===== config.mk =====
export PLATFORM = sky130hd
export DESIGN_NAME = fsr_rx
export DESIGN_NICKNAME = d
export VERILOG_FILES = /design/src/rtl/fsr_pkg.sv /design/src/rtl/fsr_sync.sv /design/src/rtl/fsr_edge.sv /design/src/rtl/fsr_framer.sv /design/src/rtl/fsr_rx.sv
export SDC_FILE = /design/constraint.sdc
export NUM_CORES = 1
export LEC_CHECK = 0
export BUFFER_PORTS_ARGS = -buffer_cell sky130_fd_sc_hd__buf_4
export CORE_ASPECT_RATIO = 0.8
export CORE_MARGIN = 4
export CORE_UTILIZATION = 45
export CTS_CLUSTER_DIAMETER = 30
export DETAILED_ROUTE_END_ITERATION = 8
export PLACE_DENSITY = 0.75
export SLEW_MARGIN = 20
export SYNTH_ARGS = -nofsm -noshare
export SYNTH_HDL_FRONTEND = slang
export SYNTH_SLANG_ARGS = --single-unit

===== constraint.sdc =====
create_clock -name clk_i -period 3.1 [get_ports clk_i]
set_input_delay 0.31 -clock clk_i [delete_from_list [all_inputs] [get_ports clk_i]]
set_output_delay 0.31 -clock clk_i [all_outputs]
set_load 0.01 [all_outputs]

===== src/rtl/fsr_pkg.sv =====
package fsr_pkg;
  typedef enum logic [2:0] {
    ST_WAIT, ST_HUNT, ST_TYPE, ST_DATA, ST_CRC, ST_TAG, ST_END
  } rx_state_e;

  localparam logic [3:0] START_PAT = 4'b1001;
  localparam logic [3:0] END_PAT   = 4'b0110;
endpackage


===== src/rtl/fsr_sync.sv =====
module fsr_sync #(
  parameter int unsigned W      = 3,
  parameter int unsigned STAGES = 2
) (
  input  logic         clk_i,
  input  logic         rst_ni,
  input  logic [W-1:0] d_i,
  output logic [W-1:0] q_o
);
  for (genvar b = 0; b < W; b++) begin : g_bit
    logic [STAGES-1:0] chain_q;
    // lines idle high, so reset high to avoid a false edge
    always_ff @(posedge clk_i or negedge rst_ni) begin
      if (!rst_ni) chain_q <= '1;
      else         chain_q <= {chain_q[STAGES-2:0], d_i[b]};
    end
    assign q_o[b] = chain_q[STAGES-1];
  end
endmodule


===== src/rtl/fsr_edge.sv =====
module fsr_edge (
  input  logic clk_i,
  input  logic rst_ni,
  input  logic spi_mode_i,
  input  logic sclk_i,
  output logic act_o,
  output logic stb_o
);
  logic prev_q;

  always_ff @(posedge clk_i or negedge rst_ni) begin
    if (!rst_ni) prev_q <= 1'b1;
    else         prev_q <= sclk_i;
  end

  assign act_o = sclk_i ^ prev_q;
  assign stb_o = act_o & (~spi_mode_i | prev_q);
endmodule


===== src/rtl/fsr_framer.sv =====
module fsr_framer
  import fsr_pkg::*;
#(
  parameter int unsigned MAX_BYTES = 16,
  parameter int unsigned IDLE_CYC  = 16,
  localparam int unsigned IW = $clog2(MAX_BYTES),
  localparam int unsigned DW = MAX_BYTES * 8,
  localparam int unsigned CW = $clog2(IDLE_CYC + 1)
) (
  input  logic          clk_i,
  input  logic          rst_ni,
  input  logic          act_i,
  input  logic          stb_i,
  input  logic          d0_i,
  input  logic          d1_i,
  input  logic          dual_i,
  input  logic [IW-1:0] nbytes_m1_i,
  output logic          valid_o,
  output logic          err_o,
  output logic [3:0]    type_o,
  output logic [3:0]    tag_o,
  output logic [7:0]    crc_o,
  output logic [DW-1:0] data_o
);
  rx_state_e     state_q;
  logic [3:0]    win_q, nib_q, type_q, tag_q;
  logic [7:0]    byte_sh_q, crc_q;
  logic [2:0]    cnt_q;
  logic [IW-1:0] idx_q;
  logic [CW-1:0] idle_q;
  logic [7:0]    byte_q [MAX_BYTES];
  logic [DW-1:0] flat;

  logic [3:0] nxt_win, nxt_nib;
  logic [7:0] nxt_byte;
  logic       nib_done, byte_done;

  always_comb begin
    nxt_win   = {win_q[2:0], d0_i};
    nxt_nib   = {nib_q[2:0], d0_i};
    nxt_byte  = dual_i ? {byte_sh_q[5:0], d1_i, d0_i} : {byte_sh_q[6:0], d0_i};
    nib_done  = (cnt_q[1:0] == 2'd3);
    byte_done = dual_i ? (cnt_q == 3'd3) : (cnt_q == 3'd7);
  end

  for (genvar g = 0; g < MAX_BYTES; g++) begin : g_pack
    assign flat[8*g +: 8] = byte_q[g];
  end

  always_ff @(posedge clk_i or negedge rst_ni) begin
    if (!rst_ni) begin
      state_q   <= ST_WAIT;
      win_q     <= '0;
      nib_q     <= '0;
      type_q    <= '0;
      tag_q     <= '0;
      crc_q     <= '0;
      byte_sh_q <= '0;
      cnt_q     <= '0;
      idx_q     <= '0;
      idle_q    <= '0;
      for (int i = 0; i < MAX_BYTES; i++) byte_q[i] <= '0;
      valid_o   <= 1'b0;
      err_o     <= 1'b0;
      type_o    <= '0;
      tag_o     <= '0;
      crc_o     <= '0;
      data_o    <= '0;
    end else begin
      valid_o <= 1'b0;
      err_o   <= 1'b0;
      case (state_q)
        ST_WAIT: begin
          // postamble and any stray activity land here
          if (act_i) idle_q <= '0;
          else if (idle_q == CW'(IDLE_CYC - 1)) begin
            idle_q  <= '0;
            win_q   <= '0;
            state_q <= ST_HUNT;
          end else idle_q <= idle_q + 1'b1;
        end
        ST_HUNT: if (stb_i) begin
          win_q <= nxt_win;
          if (nxt_win == START_PAT) begin
            cnt_q   <= '0;
            idx_q   <= '0;
            for (int i = 0; i < MAX_BYTES; i++) byte_q[i] <= '0;
            state_q <= ST_TYPE;
          end
        end
        ST_TYPE: if (stb_i) begin
          nib_q <= nxt_nib;
          cnt_q <= cnt_q + 1'b1;
          if (nib_done) begin
            type_q  <= nxt_nib;
            cnt_q   <= '0;
            state_q <= ST_DATA;
          end
        end
        ST_DATA: if (stb_i) begin
          byte_sh_q <= nxt_byte;
          cnt_q     <= cnt_q + 1'b1;
          if (byte_done) begin
            byte_q[idx_q] <= nxt_byte;
            cnt_q         <= '0;
            if (idx_q == nbytes_m1_i) state_q <= ST_CRC;
            else                      idx_q   <= idx_q + 1'b1;
          end
        end
        ST_CRC: if (stb_i) begin
          byte_sh_q <= nxt_byte;
          cnt_q     <= cnt_q + 1'b1;
          if (byte_done) begin
            crc_q   <= nxt_byte;
            cnt_q   <= '0;
            state_q <= ST_TAG;
          end
        end
        ST_TAG: if (stb_i) begin
          nib_q <= nxt_nib;
          cnt_q <= cnt_q + 1'b1;
          if (nib_done) begin
            tag_q   <= nxt_nib;
            cnt_q   <= '0;
            state_q <= ST_END;
          end
        end
        ST_END: if (stb_i) begin
          nib_q <= nxt_nib;
          cnt_q <= cnt_q + 1'b1;
          if (nib_done) begin
            cnt_q   <= '0;
            idle_q  <= '0;
            state_q <= ST_WAIT;
            if (nxt_nib == END_PAT) begin
              valid_o <= 1'b1;
              type_o  <= type_q;
              tag_o   <= tag_q;
              crc_o   <= crc_q;
              data_o  <= flat;
            end else begin
              err_o <= 1'b1;
            end
          end
        end
        default: state_q <= ST_WAIT;
      endcase
    end
  end
endmodule


===== src/rtl/fsr_rx.sv =====
module fsr_rx #(
  parameter int unsigned MAX_BYTES   = 16,
  parameter int unsigned IDLE_CYC    = 16,
  parameter int unsigned SYNC_STAGES = 2,
  localparam int unsigned IW = $clog2(MAX_BYTES),
  localparam int unsigned DW = MAX_BYTES * 8
) (
  input  logic          clk_i,
  input  logic          rst_ni,
  input  logic          spi_mode_i,
  input  logic          dual_lane_i,
  input  logic [IW-1:0] byte_cnt_m1_i,
  input  logic          rx_clk_i,
  input  logic          rx_d0_i,
  input  logic          rx_d1_i,
  output logic          frame_valid_o,
  output logic          frame_err_o,
  output logic [3:0]    type_o,
  output logic [3:0]    tag_o,
  output logic [7:0]    crc_o,
  output logic [DW-1:0] data_o
);
  logic [2:0] sync_q;
  logic       act, stb;

  fsr_sync #(.W(3), .STAGES(SYNC_STAGES)) u_sync (
    .clk_i (clk_i),
    .rst_ni(rst_ni),
    .d_i   ({rx_d1_i, rx_d0_i, rx_clk_i}),
    .q_o   (sync_q)
  );

  fsr_edge u_edge (
    .clk_i     (clk_i),
    .rst_ni    (rst_ni),
    .spi_mode_i(spi_mode_i),
    .sclk_i    (sync_q[0]),
    .act_o     (act),
    .stb_o     (stb)
  );

  fsr_framer #(.MAX_BYTES(MAX_BYTES), .IDLE_CYC(IDLE_CYC)) u_framer (
    .clk_i      (clk_i),
    .rst_ni     (rst_ni),
    .act_i      (act),
    .stb_i      (stb),
    .d0_i       (sync_q[1]),
    .d1_i       (sync_q[2]),
    .dual_i     (dual_lane_i),
    .nbytes_m1_i(byte_cnt_m1_i),
    .valid_o    (frame_valid_o),
    .err_o      (frame_err_o),
    .type_o     (type_o),
    .tag_o      (tag_o),
    .crc_o      (crc_o),
    .data_o     (data_o)
  );
endmodule


==> summary.txt <==
Floorplanning
  • Die ar.: 0.0321 sq mm
  • Die X: 199 um
  • Core Area: 0.0286 sq mm
  • I/O pins: 157
  • Initial core utilization: 0.461
  • # rows: 55
  • Die span in y: 161 um

Detailed routing
  • 1st-pass router iterations: 5
  • Routed vias/inst: 5.38
  • Routed len/inst: 19.9 um
  • Final antenna-violating net count: 0
  • Via Count: about 8600
  • # DRC: 0
  • Routed WL: 31.8 mm
  • First DRT Iteration DRCs: 600

Global routing
  • Initial antenna violation count: 1
  • GRT Util Overall: 0.199
  • Vias in the first global route: 8903
  • Remaining global-route overflow: 0
  • Largest net degree at the start of global routing: 95
  • First-pass GRT wire length: 50.9 mm

Critical path
  • Worst-path cell with the longest stage delay: dfstp_2
  • Setup CP Type: flop to flop
  • Critical path buffer and inverter count: 1
  • CP arrival: 2.97 ns
  • Crit start category: flop
  • Critical Path, Cell by Cell: and2b_1 -> or2_1 -> nand4_1 -> buf_12 -> mux2_2
  • Delay-heaviest family, CP: simple AND/OR/NAND/NOR gates
  • Crit end category: flop
  • CP required: 3.53 ns
  • Crit-path max cell delay: 0.55 ns
  • Crit path max fanout: 94

Yosys
  • Largest family of logic cells by synthesized area: multiplexers
  • Most frequent cell after synthesis: dfrtp_1
  • Post-synth EDFFs: 0
  • Xor/xnor share of the synthesized area: 0.00665
  • Post-synthesis sequential area ratio: 0.618
  • Synth Area in Adders: 0.00665
  • Post-Syn Area: 0.0132 sq mm
  • Post-synthesis simple-gate area fraction: 0.0975
  • Share of the synthesized area in the top cell type: 0.604
  • Warnings from Yosys: 0
  • Syn avg cell area: ~13 sq um
  • Synth area leaders: dfrtp_1, mux2_2, mux2_4
  • Mux contribution to synthesized area: 0.173
  • Top FF cell, synth: dfrtp_1
  • Synth Area in Compound Gates: 0.0678
  • Mapped Cells: roughly 1000
  • Asr flop ratio synth: 1.00
  • Yosys cell types: 57
  • Commonest cells in the netlist: dfrtp_1, nand3_1, o21ai_0, mux2_2, mux2_4
  • #FFs+latches synth: 325
  • Syn_nets: 1019
  • Yosys top cell by area: dfrtp_1

Placement
  • Post-DP Area: roughly 0.015 sq mm
  • Post-Place Cells: 1486
  • Port-buffer cells: about 160
  • RePlAce Congestion: 0.826
  • HPWL after DPL: approximately 20 mm

Cells and area
  • Share of layout cells above drive strength 1: 0.383
  • Fin area: 0.0168 sq mm
  • Finished Layout Cells: 1593
  • Nets@finish: 1195
  • Area delta synth->final: 27.6%
  • Antenna cell count: 0

Power and ir drop
  • Internal power: around 0.0094 W
  • Sw power: approximately 0.0033 W
  • Peak supply drop: 0.000543 V
  • Sw Share: 0.258
  • Overall power: approximately 0.013 W
  • Leakage: between 8 and 9 nW
  • Share of total power in combinational logic: 0.111
  • Flop pwr share: 0.375
  • Clk pwr share: 0.515
  • Cell Pwr Density: between 700 and 800 mW/mm^2

Timing
  • Worst clock skew: 0.0124 ns
  • Min Hold Slack: about 0.25 ns
  • Final hold violations: 0
  • Final worst-path cycle share: 0.819
  • Unrepaired setup endpoints after global routing: no
  • Pins Over Slew Limit: 0
  • Worst Tran Pin Value: 1.16 ns
  • Final Setup Violations: 0
  • Fmax: approximately 0.39 GHz
  • Slew margin rel.: 0.228
  • Crit path time final: 2.54 ns
  • Setup tns final: 0 ns

Clock network
  • H-tree levels: 2
  • Clock sinks: between 300 and 400
  • Root buf cell: clkbuf_16
  • CTS buffer count: 55
  • CTS tree: done
  • Reg clk slew, reported paths: about 0.050 ns
  • Clk Latency, worst-skew pair: around 0.56 ns
  • CTS max path bufs: 3

Job
  • MaxCap Viol Count: 0

Worst hold path
  • Worst hold path type: input pin to flop

Outcome
  • Status: completed
what timing repair did:
| item | 4_1_cts | 5_1_grt |
|---|---|---|
| hold buffers | 4 | 0 |
| setup endpoints to repair | 0 | 0 |
| setup buffers | 0 | 0 |
| gates resized for setup | 0 | 0 |
| hold endpoints to repair | 83 | 0 |
tightest hold or removal path, stage by stage:
cell and delay [ns]:
buf_4 0.18, mux2i_1 0.14, a21oi_1 0.13
cell families (layout without fill, tap and decap cells):
logic type	after synthesis	in the layout
DFF	325	325
muxes	187	187
AOI/OAI and AO/OA	164	164
adders and majority gates	7	7
xor gates and xnor gates	10	10
and+or+nand+nor	232	232
buffers and inverters	76	298
final cells by class:
type                       count  area [sq um]
multi-input combinational    600          4630
clock buffer                  69          1530
sequential                   325          8140
timing repair buffer         187          1520
fill                        2220         11700
tap                          370           463
clock inverter                34           494
inverter                       8          30.0
power groups by stage:
stage,Combinational (W),Sequential [W],Clock (W)
after detailed placement,0.00138,0.00481,0
after global routing,0.00157,0.00478,0.00685
final,0.00140,0.00475,0.00653
after CTS,0.00141,0.00475,0.00665
after global placement,0.00135,0.00479,0
after floorplan,0.000932,0.00471,0
worst paths after layout:
kind	depth (start not counted)	slack, ns	to	from
setup / recovery	5	0.56	u_framer.data_o[77]	u_sync.g_bit[0].chain_q[1]
hold / removal	3	0.25	u_framer.crc_q[4]	dual_lane_i
max in group asynchronous	3	1.74	u_framer.data_o[51]	rst_ni
min in group asynchronous	2	0.37	u_framer.data_o[105]	rst_ni
hold reg to reg	0	0.35	u_sync.g_bit[1].chain_q[1]	u_sync.g_bit[1].chain_q[0]
setup reg to reg	5	0.56	u_framer.data_o[77]	u_sync.g_bit[0].chain_q[1]
per-stage QoR:
stage,util,setup WS [ns]
floorplan,-,1.05
global placement,0.516,0.649
detailed placement,0.516,0.603
CTS,0.589,0.593
global route,0.589,0.339
finish,0.589,0.562
layer usage:
metal / GRT usage / routed length, um / vias to the layer above / part of all wire
li1: - / - / 3957 / -
met1: 0.287 / 14600 / 4289 / 0.46
met2: 0.301 / 14300 / 259 / 0.45
met3: 0.0509 / 2140 / 56 / 0.067
met4: 0.0566 / 675 / 2 / 0.021
met5: 0 / 20 / - / 0.00063
registers in the layout (all words and copies together), names as in the netlist, 5 cells and up:
name,count
u_framer.byte_q,128
u_framer.data_o,128
u_framer.crc_o,8
u_framer.crc_q,8
u_framer.byte_sh_q,7
u_sync.g_bit.chain_q,6
u_framer.idle_q,5
cell usage in the layout (no fill, tap or decap), drive strengths merged, types with 3 or more instances in the layout:
| cell | synthesis | final |
|---|---|---|
| a211oi | 3 | 3 |
| a21oi | 13 | 13 |
| and2 | 9 | 9 |
| and3 | 3 | 3 |
| buf | 48 | 183 |
| bufinv | 0 | 11 |
| clkbuf | 20 | 69 |
| clkinv | 0 | 11 |
| clkinvlp | 0 | 9 |
| dfrtp | 318 | 318 |
| dfstp | 7 | 7 |
| dlygate4sd3 | 0 | 4 |
| ha | 7 | 7 |
| inv | 8 | 11 |
| mux2 | 163 | 163 |
| mux2i | 24 | 24 |
| nand2 | 36 | 36 |
| nand2b | 10 | 10 |
| nand3 | 116 | 116 |
| nand4 | 19 | 19 |
| nor2 | 13 | 13 |
| nor2b | 7 | 7 |
| nor3 | 3 | 3 |
| nor4 | 3 | 3 |
| o21ai | 127 | 127 |
| o22ai | 3 | 3 |
| o31ai | 5 | 5 |
| or3 | 4 | 4 |
| xor2 | 9 | 9 |
No activity file was read; power rests on OpenSTA's default activity.
